<file path="config.mk">
export PLATFORM = sky130hd
export DESIGN_NAME = ipc_mailbox
export DESIGN_NICKNAME = d
export VERILOG_FILES = /design/src/rtl/ipc_mbox_pkg.sv /design/src/rtl/ipc_mbox_decode.sv /design/src/rtl/ipc_mbox_fifo.sv /design/src/rtl/ipc_mbox_user.sv /design/src/rtl/ipc_mailbox.sv
export SDC_FILE = /design/constraint.sdc
export NUM_CORES = 1
export LEC_CHECK = 0
export ABC_CLOCK_PERIOD_IN_PS = 8600
export BUFFER_PORTS_ARGS = -buffer_cell sky130_fd_sc_hd__buf_4
export CORE_MARGIN = 3
export CORE_UTILIZATION = 65
export CTS_CLUSTER_DIAMETER = 80
export DETAILED_ROUTE_END_ITERATION = 7
export PLACE_DENSITY = 0.84
export SLEW_MARGIN = 20
export SYNTH_ARGS = -nofsm -noshare
export SYNTH_HDL_FRONTEND = slang
export SYNTH_SLANG_ARGS = --single-unit
</file>
<file path="constraint.sdc">
create_clock -name clk -period 8.6 [get_ports clk]
set_input_delay 1.29 -clock clk [delete_from_list [all_inputs] [get_ports clk]]
set_output_delay 1.29 -clock clk [all_outputs]
set_load 0.01 [all_outputs]
</file>
<file path="src/rtl/ipc_mbox_pkg.sv">
`timescale 1ns/1ps
package ipc_mbox_pkg;

  // Register layout: software on the far side decodes these offsets.
  localparam int MSG_BASE    = 'h040;
  localparam int FULL_BASE   = 'h080;
  localparam int CNT_BASE    = 'h0C0;
  localparam int USR_BASE    = 'h100;
  localparam int USR_STRIDE  = 'h010;
  localparam int USR_STS_OFS = 'h4;
  localparam int USR_EN_OFS  = 'h8;
  localparam int USR_CLR_OFS = 'hC;

  typedef enum logic [2:0] {
    RK_NONE,
    RK_REV,
    RK_MSG,
    RK_FULL,
    RK_CNT,
    RK_STS,
    RK_EN,
    RK_CLR
  } reg_kind_e;

  typedef struct packed {
    reg_kind_e  kind;
    logic [7:0] idx;
  } reg_sel_t;

endpackage

</file>
<file path="src/rtl/ipc_mbox_decode.sv">
`timescale 1ns/1ps
module ipc_mbox_decode
  import ipc_mbox_pkg::*;
#(
  parameter int AW = 12,
  parameter int NQ = 4,
  parameter int NU = 2
) (
  input  logic [AW-1:0] addr,
  output reg_sel_t      sel
);

  localparam logic [AW-1:0] MSG_LO  = AW'(MSG_BASE);
  localparam logic [AW-1:0] MSG_HI  = AW'(MSG_BASE + 4 * NQ);
  localparam logic [AW-1:0] FULL_LO = AW'(FULL_BASE);
  localparam logic [AW-1:0] FULL_HI = AW'(FULL_BASE + 4 * NQ);
  localparam logic [AW-1:0] CNT_LO  = AW'(CNT_BASE);
  localparam logic [AW-1:0] CNT_HI  = AW'(CNT_BASE + 4 * NQ);
  localparam logic [AW-1:0] USR_LO  = AW'(USR_BASE);
  localparam logic [AW-1:0] USR_HI  = AW'(USR_BASE + USR_STRIDE * NU);

  logic [AW-1:0] ofs;

  always_comb begin
    sel.kind = RK_NONE;
    sel.idx  = '0;
    ofs      = '0;
    if (addr[1:0] == 2'b00) begin
      if (addr == '0) begin
        sel.kind = RK_REV;
      end else if (addr >= MSG_LO && addr < MSG_HI) begin
        ofs      = addr - MSG_LO;
        sel.kind = RK_MSG;
        sel.idx  = 8'(ofs >> 2);
      end else if (addr >= FULL_LO && addr < FULL_HI) begin
        ofs      = addr - FULL_LO;
        sel.kind = RK_FULL;
        sel.idx  = 8'(ofs >> 2);
      end else if (addr >= CNT_LO && addr < CNT_HI) begin
        ofs      = addr - CNT_LO;
        sel.kind = RK_CNT;
        sel.idx  = 8'(ofs >> 2);
      end else if (addr >= USR_LO && addr < USR_HI) begin
        ofs     = addr - USR_LO;
        sel.idx = 8'(ofs >> 4);
        case (ofs[3:0])
          4'(USR_STS_OFS): sel.kind = RK_STS;
          4'(USR_EN_OFS):  sel.kind = RK_EN;
          4'(USR_CLR_OFS): sel.kind = RK_CLR;
          default:         sel.kind = RK_NONE;
        endcase
      end
    end
  end

endmodule

</file>
<file path="src/rtl/ipc_mbox_fifo.sv">
`timescale 1ns/1ps
module ipc_mbox_fifo #(
  parameter  int DW    = 32,
  parameter  int DEPTH = 4,
  localparam int PW    = (DEPTH > 1) ? $clog2(DEPTH) : 1,
  localparam int CW    = $clog2(DEPTH + 1)
) (
  input  logic          clk,
  input  logic          rst_n,
  input  logic          push,
  input  logic [DW-1:0] push_data,
  input  logic          pop,
  output logic [DW-1:0] head,
  output logic [CW-1:0] count,
  output logic          push_done,
  output logic          pop_done
);

  logic [DW-1:0] mem [DEPTH];
  logic [PW-1:0] wr_ptr, rd_ptr;

  function automatic logic [PW-1:0] step(input logic [PW-1:0] p);
    return (p == PW'(DEPTH - 1)) ? '0 : p + 1'b1;
  endfunction

  assign push_done = push && (count != CW'(DEPTH));
  assign pop_done  = pop && (count != '0);
  assign head      = (count == '0) ? '0 : mem[rd_ptr];

  always_ff @(posedge clk) begin
    if (push_done) mem[wr_ptr] <= push_data;
  end

  always_ff @(posedge clk) begin
    if (!rst_n) begin
      wr_ptr <= '0;
      rd_ptr <= '0;
      count  <= '0;
    end else begin
      if (push_done) wr_ptr <= step(wr_ptr);
      if (pop_done)  rd_ptr <= step(rd_ptr);
      case ({push_done, pop_done})
        2'b10:   count <= count + 1'b1;
        2'b01:   count <= count - 1'b1;
        default: count <= count;
      endcase
    end
  end

endmodule

</file>
<file path="src/rtl/ipc_mbox_user.sv">
`timescale 1ns/1ps
module ipc_mbox_user #(
  parameter  int NQ = 4,
  localparam int EW = 2 * NQ
) (
  input  logic          clk,
  input  logic          rst_n,
  input  logic [NQ-1:0] new_ev,
  input  logic [NQ-1:0] nf_ev,
  input  logic          sts_clr,
  input  logic          en_set,
  input  logic          en_clr,
  input  logic [EW-1:0] mask,
  output logic [EW-1:0] status,
  output logic [EW-1:0] enable,
  output logic          irq
);

  logic [EW-1:0] ev;

  for (genvar m = 0; m < NQ; m++) begin : g_pair
    assign ev[2*m]   = new_ev[m];
    assign ev[2*m+1] = nf_ev[m];
  end

  always_ff @(posedge clk) begin
    if (!rst_n) begin
      status <= '0;
      enable <= '0;
    end else begin
      status <= (status & ~(sts_clr ? mask : '0)) | ev;
      if (en_set)      enable <= enable | mask;
      else if (en_clr) enable <= enable & ~mask;
    end
  end

  assign irq = |(status & enable);

endmodule

</file>
<file path="src/rtl/ipc_mailbox.sv">
`timescale 1ns/1ps
module ipc_mailbox
  import ipc_mbox_pkg::*;
#(
  parameter int          NQ        = 4,
  parameter int          NU        = 2,
  parameter int          DEPTH     = 4,
  parameter int          DW        = 32,
  parameter int          AW        = 12,
  parameter logic [3:0]  REV_MAJOR = 4'd2,
  parameter logic [3:0]  REV_MINOR = 4'd1
) (
  input  logic          clk,
  input  logic          rst_n,
  input  logic          req_valid,
  input  logic          req_write,
  input  logic [AW-1:0] req_addr,
  input  logic [DW-1:0] req_wdata,
  output logic          rsp_valid,
  output logic [DW-1:0] rsp_data,
  output logic [NU-1:0] irq
);

  localparam int EW = 2 * NQ;
  localparam int CW = $clog2(DEPTH + 1);

  reg_sel_t               sel;
  logic                   rd_req, wr_req;
  logic [NQ-1:0][CW-1:0]  q_cnt;
  logic [NQ-1:0][DW-1:0]  q_head;
  logic [NQ-1:0]          q_new, q_nf;
  logic [NU-1:0][EW-1:0]  u_sts, u_en;
  logic [DW-1:0]          rd_mux;

  assign rd_req = req_valid && !req_write;
  assign wr_req = req_valid && req_write;

  ipc_mbox_decode #(.AW(AW), .NQ(NQ), .NU(NU)) u_dec (
    .addr (req_addr),
    .sel  (sel)
  );

  for (genvar q = 0; q < NQ; q++) begin : g_queue
    logic hit;
    assign hit = (sel.kind == RK_MSG) && (sel.idx == 8'(q));
    ipc_mbox_fifo #(.DW(DW), .DEPTH(DEPTH)) u_fifo (
      .clk       (clk),
      .rst_n     (rst_n),
      .push      (wr_req && hit),
      .push_data (req_wdata),
      .pop       (rd_req && hit),
      .head      (q_head[q]),
      .count     (q_cnt[q]),
      .push_done (q_new[q]),
      .pop_done  (q_nf[q])
    );
  end

  for (genvar u = 0; u < NU; u++) begin : g_user
    logic hit;
    assign hit = (sel.idx == 8'(u));
    ipc_mbox_user #(.NQ(NQ)) u_usr (
      .clk     (clk),
      .rst_n   (rst_n),
      .new_ev  (q_new),
      .nf_ev   (q_nf),
      .sts_clr (wr_req && hit && sel.kind == RK_STS),
      .en_set  (wr_req && hit && sel.kind == RK_EN),
      .en_clr  (wr_req && hit && sel.kind == RK_CLR),
      .mask    (req_wdata[EW-1:0]),
      .status  (u_sts[u]),
      .enable  (u_en[u]),
      .irq     (irq[u])
    );
  end

  always_comb begin
    rd_mux = '0;
    case (sel.kind)
      RK_REV: rd_mux = DW'({REV_MAJOR, REV_MINOR});
      RK_MSG: begin
        for (int i = 0; i < NQ; i++)
          if (sel.idx == 8'(i)) rd_mux = q_head[i];
      end
      RK_FULL: begin
        for (int i = 0; i < NQ; i++)
          if (sel.idx == 8'(i)) rd_mux = DW'(q_cnt[i] == CW'(DEPTH));
      end
      RK_CNT: begin
        for (int i = 0; i < NQ; i++)
          if (sel.idx == 8'(i)) rd_mux = DW'(q_cnt[i]);
      end
      RK_STS: begin
        for (int i = 0; i < NU; i++)
          if (sel.idx == 8'(i)) rd_mux = DW'(u_sts[i]);
      end
      RK_EN, RK_CLR: begin
        for (int i = 0; i < NU; i++)
          if (sel.idx == 8'(i)) rd_mux = DW'(u_en[i]);
      end
      default: rd_mux = '0;
    endcase
  end

  always_ff @(posedge clk) begin
    if (!rst_n) begin
      rsp_valid <= 1'b0;
      rsp_data  <= '0;
    end else begin
      rsp_valid <= rd_req;
      if (rd_req) rsp_data <= rd_mux;
    end
  end

endmodule

</file>
* Word-level counts from Yosys, hierarchy flattened
Memory sizes are Yosys's and may differ from the RTL's. A register that Yosys moved wholly into a read port is not among the register bits.
Cells that the tools add are included.
** Operators by class
- $add $sub $neg :: 20
- Magnitude comparators :: 8
- Equal/unequal tests :: 37
- Muxes and demuxes :: 63
- Bitwise operators :: 13
- Reduce and logical (&&, ||, !) cells :: 55
** Operators with widths (count)
- two-way mux 32 bit :: 16
- one-hot mux 32 bit (6 select lines) :: 1
- two-way mux 8 bit :: 9
- two-way mux 11 bit :: 5
- bitwise AND 8 bit :: 6
- logical AND 1 bit :: 34
- two-way mux 2 bit :: 16
- OR 8 bit :: 4
- equality test 2 bit, second input constant :: 12
- equality test 3 bit, second input constant :: 8
- greater-or-equal comparator 12 x 8 -> 1 bit, second input constant :: 2
- < comparator 12 x 8 -> 1 bit, second input constant :: 2
- NOT 8 bit :: 3
- one-hot mux 3 bit (2 select lines) :: 4
- subtractor 10 x 8 -> 10 bit, second input constant :: 2
- adder 2 x 1 -> 2 bit, second input constant :: 8
- equality test 8 x 2 -> 1 bit, second input constant :: 2
- OR reduction 8 bit :: 2
- adder 3 x 1 -> 3 bit, second input constant :: 4
- greater-or-equal comparator 12 x 7 -> 1 bit, second input constant :: 1
- greater-or-equal comparator 12 x 9 -> 1 bit, second input constant :: 1
- zero test 12 bit :: 1
- zero test 3 bit :: 4
- < comparator 12 x 7 -> 1 bit, second input constant :: 1
- 20 further kinds :: 48
** Word-level totals
- Bits in registers :: 93
- Memory bits (writable) :: 512
- Input port bits :: 48
- Output and inout port bits :: 35
- Memories kept :: 4
** Memories
- g_queue[0].u_fifo.mem :: depth 4, width 32, read ports 1, clocked after memory_dff 1, wr ports 1, RTL line ipc_mbox_fifo.sv:19 : logic [DW-1:0] mem [DEPTH];
- g_queue[1].u_fifo.mem :: depth 4, width 32, read ports 1, clocked after memory_dff 1, wr ports 1, RTL line ipc_mbox_fifo.sv:19
- g_queue[2].u_fifo.mem :: depth 4, width 32, read ports 1, clocked after memory_dff 1, wr ports 1, RTL line ipc_mbox_fifo.sv:19
- g_queue[3].u_fifo.mem :: depth 4, width 32, read ports 1, clocked after memory_dff 1, wr ports 1, RTL line ipc_mbox_fifo.sv:19

* Longest topological paths before layout
Gate-level depths: netlist of the first run.
- Depth after elaboration :: 16
- Gate-level depth with buffers :: 19

* Cells and area by module
Synthesis of the first run repeated with hierarchy kept, for this count alone.
** Unflattened totals
- Cell total of the unflattened synthesis :: 1533
- Area, all modules :: 26151.3 µm²
** By module, submodules not included
- ipc_mbox_fifo :: times used 4, cells an instance 258, area an instance 5335.1 µm², seq. area each 4023.9 µm²
- ipc_mailbox :: times used 1, cells an instance 278, area an instance 2661.3 µm², seq. area each 660.6 µm²
- ipc_mbox_user :: times used 2, cells an instance 64, area an instance 700.7 µm², seq. area each 320.3 µm²
- ipc_mbox_decode :: times used 1, cells an instance 95, area an instance 748.2 µm², seq. area each 0.0 µm²

* Worst setup path before layout of the first run
No wires, ideal clock.
- Path kind :: input -> register
- Start :: in req_addr[8]
- End :: reg g_queue[3].u_fifo.count[2]
- Setup time :: 0.070 ns
- Arrival :: 4.973 ns
- Setup slack :: 3.557 ns
- Stages :: 18
- Path buffers :: 2
- Cells stage by stage :: inv_1 -> ha_1 -> nor3b_1 -> nand2_1 -> a2111oi_0 -> a211oi_1 -> or2_1 -> buf_2 -> nor2_2 -> buf_2 -> nand3_1 -> inv_1 -> ha_1 -> inv_1 -> fa_1 -> xor2_1 -> or3_1 -> a21oi_1
** Between the ends
- Longest elaborated chain between the ends :: 14
- Elaborated cells between the ends (all ways) :: 35
** RTL lines
- start: declaration :: RTL line ipc_mailbox.sv:17 : input logic [AW-1:0] req_addr,
- greater-or-equal comparator 12 x 9 -> 1 bit or < comparator 12 x 9 -> 1 bit (tied branches) :: RTL line ipc_mbox_decode.sv:43 : end else if (addr >= USR_LO && addr < USR_HI) begin
- logical AND 1 bit :: RTL line ipc_mbox_decode.sv:43
- two-way mux 11 bit :: RTL line ipc_mbox_decode.sv:43
- two-way mux 11 bit :: RTL line ipc_mbox_decode.sv:39 : end else if (addr >= CNT_LO && addr < CNT_HI) begin
- two-way mux 11 bit :: RTL line ipc_mbox_decode.sv:35 : end else if (addr >= FULL_LO && addr < FULL_HI) begin
- two-way mux 11 bit :: RTL line ipc_mbox_decode.sv:31 : end else if (addr >= MSG_LO && addr < MSG_HI) begin
- two-way mux 8 bit or two-way mux 3 bit (tied branches) :: RTL line ipc_mbox_decode.sv:29 : if (addr == '0) begin
- two-way mux 11 bit * :: RTL line ipc_mbox_decode.sv:28 : if (addr[1:0] == 2'b00) begin
- equality test 8 x 2 -> 1 bit or equality test 3 x 2 -> 1 bit (tied branches) :: RTL line ipc_mailbox.sv:45 : assign hit = (sel.kind == RK_MSG) && (sel.idx == 8'(q));
- logical AND 1 bit * :: RTL line ipc_mailbox.sv:45
- logical AND 1 bit * :: RTL line ipc_mailbox.sv:51 : .pop (rd_req && hit),
- logical AND 1 bit * :: RTL line ipc_mbox_fifo.sv:27 : assign pop_done = pop && (count != '0);
- net g_queue[3].u_fifo.pop_done :: RTL line ipc_mbox_fifo.sv:16 : output logic pop_done
- equality test 2 x 1 -> 1 bit or equality test 2 bit (tied branches) :: RTL line ipc_mbox_fifo.sv:42 : case ({push_done, pop_done})
- one-hot mux 3 bit (2 select lines) or nonzero test 2 bit (tied branches)
- end signal: assignment :: RTL line ipc_mbox_fifo.sv:43 : 2'b10: count <= count + 1'b1;
- end signal: assignment :: RTL line ipc_mbox_fifo.sv:44 : 2'b01: count <= count - 1'b1;
- end signal: assignment :: RTL line ipc_mbox_fifo.sv:45 : default: count <= count;
- end: declaration :: RTL line ipc_mbox_fifo.sv:14 : output logic [CW-1:0] count,
The timed path passes the listed nets; every way through them passes the cells marked *.
A chain may end at the register's enable or synchronous reset.

* Final worst setup path of the first run
Ends and elaborated chain as after synthesis.

==> impl_metrics.yaml, run 1 <==
outcome:
  status: "complete, no violations"
timing:
  fin_setup_tns_ns: 0
  finalHoldViolCount: 0
  max_slew_margin_pct: 18.8
  timing.fmax_ghz: 0.159
  min_period_ns: 6.28
  worstMarginPinSlew_ns: 1.22
  rsz0062_at_grt: "false"
  slew_viol_final: 0
  clock_skew_ns: 0.0164
  min_period_over_period_pct: 73.0
  setup_viol: 0
floorplan:
  die_w_um: 203
  rows: 71
  die_height_um: 203
  die-area_um2: 41200
  start_util_pct: 66.5
  ioPinCount: 83
  fp.coreArea_um2: 37900
synth:
  ys_seq_area_share_pct: 68.9
  syn_area_um2: 25200
  yosysUniqueCellTypes: 67
  synthXorXnorAreaFrac_pct: 0.416
  synth_most_common_cell: "edfxtp_1"
  synth_top_family_by_area: "multiplexers"
  synth_seq_cells: 613
  synth_top_area_share_pct: 60.9
  synth_mux_area_share_pct: 11.5
  synthAdderAreaFrac_pct: 2.10
  synth_nets: 1671
  synth_area_leaders: "edfxtp_1 (61%), mux4_2 (11%), dfxtp_1 (8.0%)"
  netlist_top_cells_count: "edfxtp_1 (512), mux4_2 (128), nand2_1 (117), dfxtp_1 (101), nand3_1 (83)"
  synthArstFlopShare_pct: 0
  synth.largest_area_cell: "edfxtp_1"
  synthSimpleGateAreaFrac_pct: 8.32
  netlist_instances: 1583
  synth_edf_count: 512
  synth-compound-area-share_pct: 6.49
  synth_ff_type: "edfxtp_1"
  avgSynthCellArea_um2: 15.9
  yosys_warnings: 0
route:
  route.final.wire_length_um: 69700
  dr_total_vias: 16100
  wl_per_cell_um: 31.6
  drc: 0
  drt_pass1_iterations: 7
  dr.first_iter.drc_count: 2322
  post_drt_via_cell_ratio: 7.27
  final_antenna_net_count: 0
critical_path:
  cp-startpoint: "req_addr[8]"
  cp.buffers_inverters: 5
  path_cells: "buf_4, inv_1, ha_1, nor3b_1, nand2_1, a211oi_1, o21ai_4, buf_4, a211o_1, nor2_4, nand3_1, inv_1, ha_1, inv_1, fa_1, xor2_1, or3_1, a21oi_1"
  critical-path-top-delay-family: "simple AND/OR/NAND/NOR gates"
  worstReg2RegStart: "g_queue[2].u_fifo.count[2]"
  start_kind: "input port"
  critPathArrivalTime_ns: 6.80
  cp_slowest_stage_delay_ns: 0.93
  required_ns: 9.12
  crit_path_frequent_cell: "inv_1"
  path_max_fanout: 40
  slowest_stage: "nor2_4"
  critPathKind: "in2reg"
  crit_path_end_kind: "flop"
run:
  maxCapViolCount: 0
clocking:
  cts_setup_buffers: 0
  clk_latency_ns: 0.61
  cts.clk_slew.worst_paths_ns: 0.06
  hold_buffers: 0
  root_buffer: "clkbuf_16"
  clk_path_buf_depth: 3
  cts_tree: "yes"
  cts_resized: 0
  cts-htree-levels: 2
  cts_sinks: 613
  numCtsBuffers: 57
layout:
  final_cell_area_um2: 28300
  nets: 1736
  fin_cells: 2208
  regArea_um2: 17400
  fillCellCount: 2118
  area_delta_synth_final_pct: 12.3
  fin_util_pct: 74.7
  multi_input_area_um2: 7340
  layout-drive-gt1-share_pct: 21.9
  diodes: 0
placement:
  detailed_place.area_um2: 26300
  dp_hpwl_um: 36100
  dp_cells: 2097
  io_buffers: 82
  gp_congestion: 0.932
pwr:
  p_total_mw: 6.01
  p_per_area_nw_per_um2: 212
  vdd_drop_max_v: 0.000204
  leakage_nw: 8.82
hold_path:
  hold_class: "reg2reg"
  worstHoldStart: "rsp_data[11]"
global_routing:
  grt_pass1_vias: 16300
  grt_max_degree: 90
  antenna_found_initial: 0
  gr-total-overflow: 0
  grt_util_all_layers_pct: 34.1
  grt_pass1_wl_um: 103000
## layout make-up
type	count	share of cell area, %
flip-flops and latches	613	61.4
clock buffers	75	5.60
clock inverters	33	1.42
well taps	511	2.26
multi-input cells	833	25.9
repair buffers	104	2.90
inverters	39	0.516
## tightest hold or removal path, stage by stage, from the launching register on
cell,delay (ns)
dfxtp_1,0.33
nand2_1,0.05
o31ai_1,0.05
## routing by layer
metal  global-route usage (%)  routed length [um]  vias up
met1                     44.8               23800     7941
met3                     7.92                8480      275
met4                     16.4                3520        0
met5                        0                   0        -
met2                     54.6               33900     1395
li1                         -                   -     6443
## power by group
part | switching (mW) | internal, mW | leakage (nW)
sequential | 0.000133 | 3.21 | 5.42
clock | 1.12 | 1.57 | 0.972
combinational | 0.0860 | 0.0265 | 2.43
total | 1.20 | 4.81 | 8.82
## placed cells by master, fill, tap and decap left out, types with 4 or more instances in the layout
master / n
or3_1: 14
fa_1: 4
dfxtp_1: 93
clkinv_2: 11
nand3_1: 83
a211oi_1: 8
and2_1: 5
clkbuf_8: 5
mux4_2: 128
inv_1: 37
and3_1: 32
nand2_1: 117
clkbuf_1: 11
o21ai_0: 22
clkinv_1: 7
and2_2: 9
dfxtp_2: 6
o211ai_1: 7
ha_1: 36
xor2_1: 9
a21o_1: 4
clkbuf_16: 59
a22oi_1: 15
o31ai_1: 26
buf_4: 102
a21oi_1: 68
a211o_1: 5
nand4_1: 46
nor3_1: 6
edfxtp_1: 512
nor2_1: 50
a31oi_1: 52
bufinv_16: 9
and3_2: 8
nor2b_1: 9
a32oi_1: 8
## stage by stage
stage | hold slack (ns) | worst slack, ns
floorplan | 0.445 | 3.56
global placement | 0.435 | 2.22
detailed placement | 0.443 | 1.99
CTS | 0.458 | 2.42
global route | 0.477 | 2.11
finish | 0.455 | 2.32
## registers in the layout, summed over array words and instances (netlist names), named ones only
signal                 cells
g_queue.u_fifo.count      12
g_queue.u_fifo.mem       512
g_queue.u_fifo.rd_ptr      8
g_queue.u_fifo.wr_ptr      8
g_user.u_usr.status       16
rsp_data                  32
rsp_valid                  1
## cells by family after synthesis
group / count (synthesis)
AOI/OAI and AO/OA: 242
xor gates and xnor gates: 12
buffers and inverters: 137
adders and majority gates: 40
and+or+nand+nor: 409
DFF: 613
muxes: 130
## worst paths after layout
check / to / slack [ns] / cells past startpoint
setup / recovery: g_queue[3].u_fifo.count[2] / 2.32 / 18
hold / removal: rsp_data[11] / 0.46 / 2
setup reg to reg: g_queue[2].u_fifo.count[2] / 5.35 / 10
hold reg to reg: rsp_data[11] / 0.46 / 2
Note: power is estimated with default switching activity, not from simulation.
==> run 2, diff against run 1 <==
--- a/config.mk
+++ b/config.mk
@@ -5,13 +5,13 @@
 export SDC_FILE = /design/constraint.sdc
 export NUM_CORES = 1
 export LEC_CHECK = 0
-export ABC_CLOCK_PERIOD_IN_PS = 8600
+export ABC_CLOCK_PERIOD_IN_PS = 5900
 export BUFFER_PORTS_ARGS = -buffer_cell sky130_fd_sc_hd__buf_4
 export CORE_MARGIN = 3
-export CORE_UTILIZATION = 65
+export CORE_UTILIZATION = 62
 export CTS_CLUSTER_DIAMETER = 80
 export DETAILED_ROUTE_END_ITERATION = 7
-export PLACE_DENSITY = 0.84
+export PLACE_DENSITY = 0.81
 export SLEW_MARGIN = 20
 export SYNTH_ARGS = -nofsm -noshare
 export SYNTH_HDL_FRONTEND = slang
==> constraint.sdc (replaced) <==
create_clock -name clk -period 5.9 [get_ports clk]
set_input_delay 0.885 -clock clk [delete_from_list [all_inputs] [get_ports clk]]
set_output_delay 0.885 -clock clk [all_outputs]
set_load 0.01 [all_outputs]
==> impl_metrics.yaml, run 2 (synthesis results as in run 1) <==
outcome:
  status: "complete, no violations"
critical_path:
  crit_path_frequent_cell: "buf_4"
  timing.rr.end: "g_queue[0].u_fifo.count[2]"
  critPathArrivalTime_ns: 5.26
  critical-path-top-delay-family: "simple AND/OR/NAND/NOR gates"
  required_ns: 6.38
  start_kind: "input port"
  path_max_fanout: 24
  critPathKind: "in2reg"
  slowest_stage: "and2_2"
  r2r.worst_path.cells: 10
  worstReg2RegStart: "g_queue[0].u_fifo.count[0]"
  rrSetupSlack_ns: 2.83
  crit_path_end_kind: "flop"
  cp_slowest_stage_delay_ns: 0.72
  cp.buffers_inverters: 4
  path_cells: "buf_4, inv_1, ha_1, nor3b_1, nand2_1, a2111oi_0, a211oi_1, nor2_1, buf_4, and2_2, buf_4, a31oi_1, and3_1, o31ai_1"
layout:
  final_common_cell: "edfxtp_1"
  layout-drive-gt1-share_pct: 22.7
  area_delta_synth_final_pct: 12.6
  nets: 1763
  largest_reg_flops: 512
  reg_top3: "g_queue.u_fifo.mem x512, rsp_data x32, g_user.u_usr.status x16"
  layout_common_cells: "edfxtp_1 (512), mux4_2 (128), buf_4 (126)"
  top_register: "g_queue.u_fifo.mem"
  fillCellCount: 2457
clocking:
  numCtsBuffers: 57
  cts_setup_buffers: 0
  cts-htree-levels: 2
  root_buffer: "clkbuf_16"
  cts.clk_slew.worst_paths_ns: 0.06
  cts_tree: "yes"
  clk_path_buf_depth: 3
  cts_sinks: 613
  hold_buffers: 0
  clk_latency_ns: 0.62
  cts_resized: 0
global_routing:
  grt_pass1_wl_um: 102000
  antenna_found_initial: 1
  gr-total-overflow: 0
  grt_max_degree: 85
  grt_util_all_layers_pct: 31.3
  grt_pass1_vias: 16200
timing:
  min_period_over_period_pct: 81.1
  fin_ws_ns: 1.12
  rsz0062_at_grt: "false"
  timing.fmax_ghz: 0.209
  worstMarginPinSlew_ns: 1.13
  max_slew_margin_pct: 24.7
  fin_setup_tns_ns: 0
  finalHoldViolCount: 0
  setup_viol: 0
  clock_skew_ns: 0.0212
  fin_hold_ws_ns: 0.470
  slew_viol_final: 0
  min_period_ns: 4.78
pwr:
  seqPwrFrac_pct: 55.3
  internal_power_mw: 6.76
  p_sw_share_pct: 20.1
  p_comb_share_pct: 1.9
  vdd_drop_max_v: 0.000266
  p_clk_share_pct: 42.8
  leakage_nw: 8.91
  p_sw_mw: 1.71
  p_per_area_nw_per_um2: 298
hold_path:
  holdPathEnd: "rsp_data[10]"
  hold_class: "reg2reg"
  worstHoldStart: "rsp_data[10]"
  worstHoldPathCells: 2
placement:
  gp_congestion: 0.944
  io_buffers: 82
  place_ws_ns: 0.666
  dp_hpwl_um: 37900
floorplan:
  start_util_pct: 63.1
  ioPinCount: 83
  fp.coreArea_um2: 40000
  die_height_um: 208
  die-area_um2: 43200
  rows: 73
  die_w_um: 208
run:
  maxCapViolCount: 0
route:
  wl_per_cell_um: 29.8
  dr.first_iter.drc_count: 2191
  drc: 0
  post_drt_via_cell_ratio: 7.07
  final_antenna_net_count: 0
  dr_total_vias: 15900
  route.final.wire_length_um: 66900
  drt_pass1_iterations: 6
[run 2: cell type report]
cell class	count	area (um2)	share of cell area (%)
Inverter	39	146	0.515
Multi-Input combinational cell	833	7340	25.8
Clock buffer	79	1620	5.70
Timing Repair Buffer	131	1050	3.68
Sequential cell	613	17400	61.2
Antenna cell	1	2.50	0.00880
Clock inverter	28	209	0.735
Tap cell	525	657	2.31
[run 2: tightest hold or removal path, delay by kind of cell (launching register included)]
kind	cells	cell delay, ns
simple gates	1	0.05
flops	1	0.32
compound gates	1	0.05
[run 2: power by group through the flow]
stage	clock network (mW)	logic [mW]	registers [mW]
2_1_floorplan	0	0.0511	4.78
3_3_place_gp	0	0.154	4.77
5_1_grt	3.82	0.176	4.68
3_5_place_dp	0	0.159	4.77
6_report	3.62	0.164	4.68
4_1_cts	3.64	0.160	4.68
[run 2: per-stage QoR]
| step | std cells | cell area (um2) | utilization, % | total power [mW] |
|---|---|---|---|---|
| after floorplan | 1583 | 25200 | - | 4.83 |
| after global placement | 2141 | 26600 | 66.5 | 4.93 |
| after detailed placement | 2141 | 26600 | 66.5 | 4.93 |
| after CTS | 2248 | 28400 | 71.1 | 8.48 |
| after global routing | 2248 | 28400 | 71.1 | 8.67 |
| final | 2249 | 28400 | 71.1 | 8.47 |
[run 2: routing by layer]
metal | global-route usage (%) | routed length, um
met4 | 15.4 | 3570
met1 | 41.8 | 23200
met2 | 50.1 | 32400
met5 | 0 | 0
met3 | 6.41 | 7720
[run 2: how the worst max path moves through the flow]
stage,to,slack [ns],depth (start not counted),startpoint
2_1_floorplan,g_queue[3].u_fifo.count[2],1.26,18,req_addr[8]
3_3_place_gp,g_queue[2].u_fifo.count[2],0.75,17,req_addr[7]
3_5_place_dp,g_queue[2].u_fifo.count[2],0.67,16,req_addr[8]
4_1_cts,rsp_data[28],1.25,14,req_addr[8]
5_1_grt,rsp_data[28],0.76,14,req_addr[8]
6_report,rsp_data[28],1.12,14,req_addr[8]
==> run 3, diff against run 2 <==
--- a/config.mk
+++ b/config.mk
@@ -5,13 +5,14 @@
 export SDC_FILE = /design/constraint.sdc
 export NUM_CORES = 1
 export LEC_CHECK = 0
-export ABC_CLOCK_PERIOD_IN_PS = 5900
+export ABC_AREA = 1
+export ABC_CLOCK_PERIOD_IN_PS = 4330
 export BUFFER_PORTS_ARGS = -buffer_cell sky130_fd_sc_hd__buf_4
 export CORE_MARGIN = 3
-export CORE_UTILIZATION = 62
+export CORE_UTILIZATION = 56
 export CTS_CLUSTER_DIAMETER = 80
 export DETAILED_ROUTE_END_ITERATION = 7
-export PLACE_DENSITY = 0.81
+export PLACE_DENSITY = 0.77
 export SLEW_MARGIN = 20
 export SYNTH_ARGS = -nofsm -noshare
 export SYNTH_HDL_FRONTEND = slang
==> constraint.sdc (replaced) <==
create_clock -name clk -period 4.33 [get_ports clk]
set_input_delay 0.6495 -clock clk [delete_from_list [all_inputs] [get_ports clk]]
set_output_delay 0.6495 -clock clk [all_outputs]
set_load 0.01 [all_outputs]
==> impl_metrics.yaml, run 3 <==
outcome:
  status: "complete, no violations"
critical_path:
  path_max_fanout: 8
  crit_path_end_kind: "flop"
  critPathArrivalTime_ns: 4.17
  slowest_stage: "fa_1"
  start_kind: "input port"
  critPathKind: "in2reg"
  path_cells: "buf_4, inv_1, ha_1, inv_2, nor2_4, nand2_1, nor2_1, nand2_2, o31ai_1, inv_1, nand2_1, nand2_2, inv_2, nand2_2, nor2_2, ha_1, inv_1, fa_1, a21oi_1, o21ai_0, o21ai_0, a21oi_1"
  required_ns: 4.85
  r2r.worst_path.cells: 9
  cp_slowest_stage_delay_ns: 0.39
pwr:
  leakage_nw: 10.4
  p_per_area_nw_per_um2: 413
  vdd_drop_max_v: 0.000379
  p_total_mw: 12.1
synth:
  synth_most_common_cell: "edfxtp_1"
  netlist_top_cells_count: "edfxtp_1 (512), nor2_1 (331), nand2_1 (330), o21ai_0 (291), a21oi_1 (145)"
  avgSynthCellArea_um2: 11.2
  synth_edf_count: 512
  synth_seq_cells: 613
  ys_seq_area_share_pct: 68.2
  synth.largest_area_cell: "edfxtp_1"
  synthArstFlopShare_pct: 0
  yosysUniqueCellTypes: 47
  netlist_instances: 2272
  synth_area_leaders: "edfxtp_1 (60%), dfxtp_1 (7.9%), o21ai_0 (5.7%)"
  synth_top_area_share_pct: 60.3
  synth_nets: 2360
  synth_ff_type: "edfxtp_1"
  yosys_warnings: 0
  syn_area_um2: 25500
route:
  drc: 0
  route.final.wire_length_um: 67500
  final_antenna_net_count: 0
  post_drt_via_cell_ratio: 6.10
  wl_per_cell_um: 22.5
  dr.first_iter.drc_count: 2210
  dr_total_vias: 18300
  drt_pass1_iterations: 8
clocking:
  clk_path_buf_depth: 3
  cts.clk_slew.worst_paths_ns: 0.07
  cts_sinks: 613
  cts-htree-levels: 2
  numCtsBuffers: 60
  hold_buffers: 0
  cts_tree: "yes"
  cts_setup_buffers: 0
  root_buffer: "clkbuf_16"
  clk_latency_ns: 0.66
  cts_resized: 0
global_routing:
  grt_pass1_wl_um: 103000
  gr-total-overflow: 0
  grt_max_degree: 65
  grt_pass1_vias: 18100
  antenna_found_initial: 2
  grt_util_all_layers_pct: 28.0
hold_path:
  worstHoldPathCells: 1
  hold_class: "in2reg"
timing:
  worstMarginPinSlew_ns: 0.888
  timing.fmax_ghz: 0.274
  slew_viol_final: 0
  min_period_over_period_pct: 84.4
  rsz0062_at_grt: "false"
  max_slew_margin_pct: 40.7
  setup_viol: 0
  clock_skew_ns: 0.0801
  finalHoldViolCount: 0
  min_period_ns: 3.66
layout:
  nets: 2451
  final_common_cell: "edfxtp_1"
  layout-drive-gt1-share_pct: 13.1
  area_delta_synth_final_pct: 14.6
  fin_util_pct: 65.5
  top_register: "g_queue.u_fifo.mem"
  layout_common_cells: "edfxtp_1 (512), nand2_1 (330), nor2_1 (315)"
  reg_top3: "g_queue.u_fifo.mem x512, rsp_data x32, g_user.u_usr.status x16"
  largest_reg_flops: 512
  final_cell_area_um2: 29200
  fin_cells: 3007
placement:
  dp_hpwl_um: 39500
  io_buffers: 82
  detailed_place.area_um2: 27100
  dp_cells: 2893
  gp_congestion: 0.909
floorplan:
  fp.coreArea_um2: 44600
  start_util_pct: 57.2
  ioPinCount: 83
  die_height_um: 219
  die_w_um: 219
  die-area_um2: 48100
  rows: 77
run:
  maxCapViolCount: 0
==> run 3: cell count changes after synthesis, sizes merged, moves of 53 or more <==
cell | previous run | this run
nand3 | 84 | 31
nor2 | 55 | 350
a21oi | 69 | 146
o21ai | 23 | 299
nand2 | 117 | 341
o22ai | 0 | 111
inv | 39 | 124
mux4 | 128 | 0
==> run 3: area by class of cell <==
| cell class | count | area, um2 |
|---|---|---|
| Fill cell | 3165 | 15400 |
| Antenna cell | 1 | 2.50 |
| Sequential cell | 613 | 17400 |
| Tap cell | 592 | 741 |
| Clock inverter | 46 | 559 |
| Multi-Input combinational cell | 1409 | 7230 |
| Clock buffer | 67 | 1530 |
| Inverter | 133 | 503 |
| Timing Repair Buffer | 146 | 1260 |
==> run 3: path summary, 6_finish.rpt <==
check	start	slack (ns)	end
max	req_addr[8]	0.67	g_queue[0].u_fifo.count[2]
min	req_wdata[10]	0.29	g_queue[3].u_fifo.mem[0][10]
max reg2reg	flop	1.49	rsp_data[0]
min reg2reg	rsp_data[14]	0.46	rsp_data[14]
==> run 3: where the power goes <==
part           leakage (nW)  internal, mW  total, mW  switching [mW]
Combinational          4.02        0.0572      0.237           0.180
Clock                 0.999          3.20       5.45            2.25
Sequential             5.42          6.38       6.38        0.000704
Total                  10.4          9.64       12.1            2.43
==> run 3: layer usage <==
metal,up-vias,part of all wire [%],track usage [%],wire length [um]
li1,8263,-,-,-
met1,8911,38,36.3,26000
met2,972,49,47.4,33000
met3,196,8.7,4.28,5880
met4,0,4.0,11.7,2680
met5,-,0,0,0
==> run 3: kinds of logic (layout without fill, tap and decap cells) <==
| family | count (synthesis) | in the layout | synth area share (%) |
|---|---|---|---|
| simple gates | 742 | 742 | 11.9 |
| flops | 613 | 613 | 68.2 |
| buf+inv | 250 | 392 | 3.87 |
| other cells | 0 | 1 | 0 |
| fa+ha+maj | 40 | 40 | 2.08 |
| xor+xnor | 3 | 3 | 0.103 |
| compound gates | 624 | 624 | 13.8 |
==> run 3: stage by stage <==
stage          TNS, ns  hold slack, ns  worst slack [ns]
6_report             0           0.295             0.674
4_1_cts              0           0.274             0.737
3_5_place_dp         0           0.456            0.0955
2_1_floorplan    -4.83           0.439           -0.0266
5_1_grt              0           0.301             0.306
3_3_place_gp         0           0.454             0.199
==> run 3: worst max-delay path: cells and delay by family <==
kind                     cells  cell delay (ns)
AO/OA/AOI/OAI                5             0.72
buffers and inverters        6             0.63
AND/OR/NAND/NOR              8             1.28
adder cells (fa/ha/maj)      3             0.89
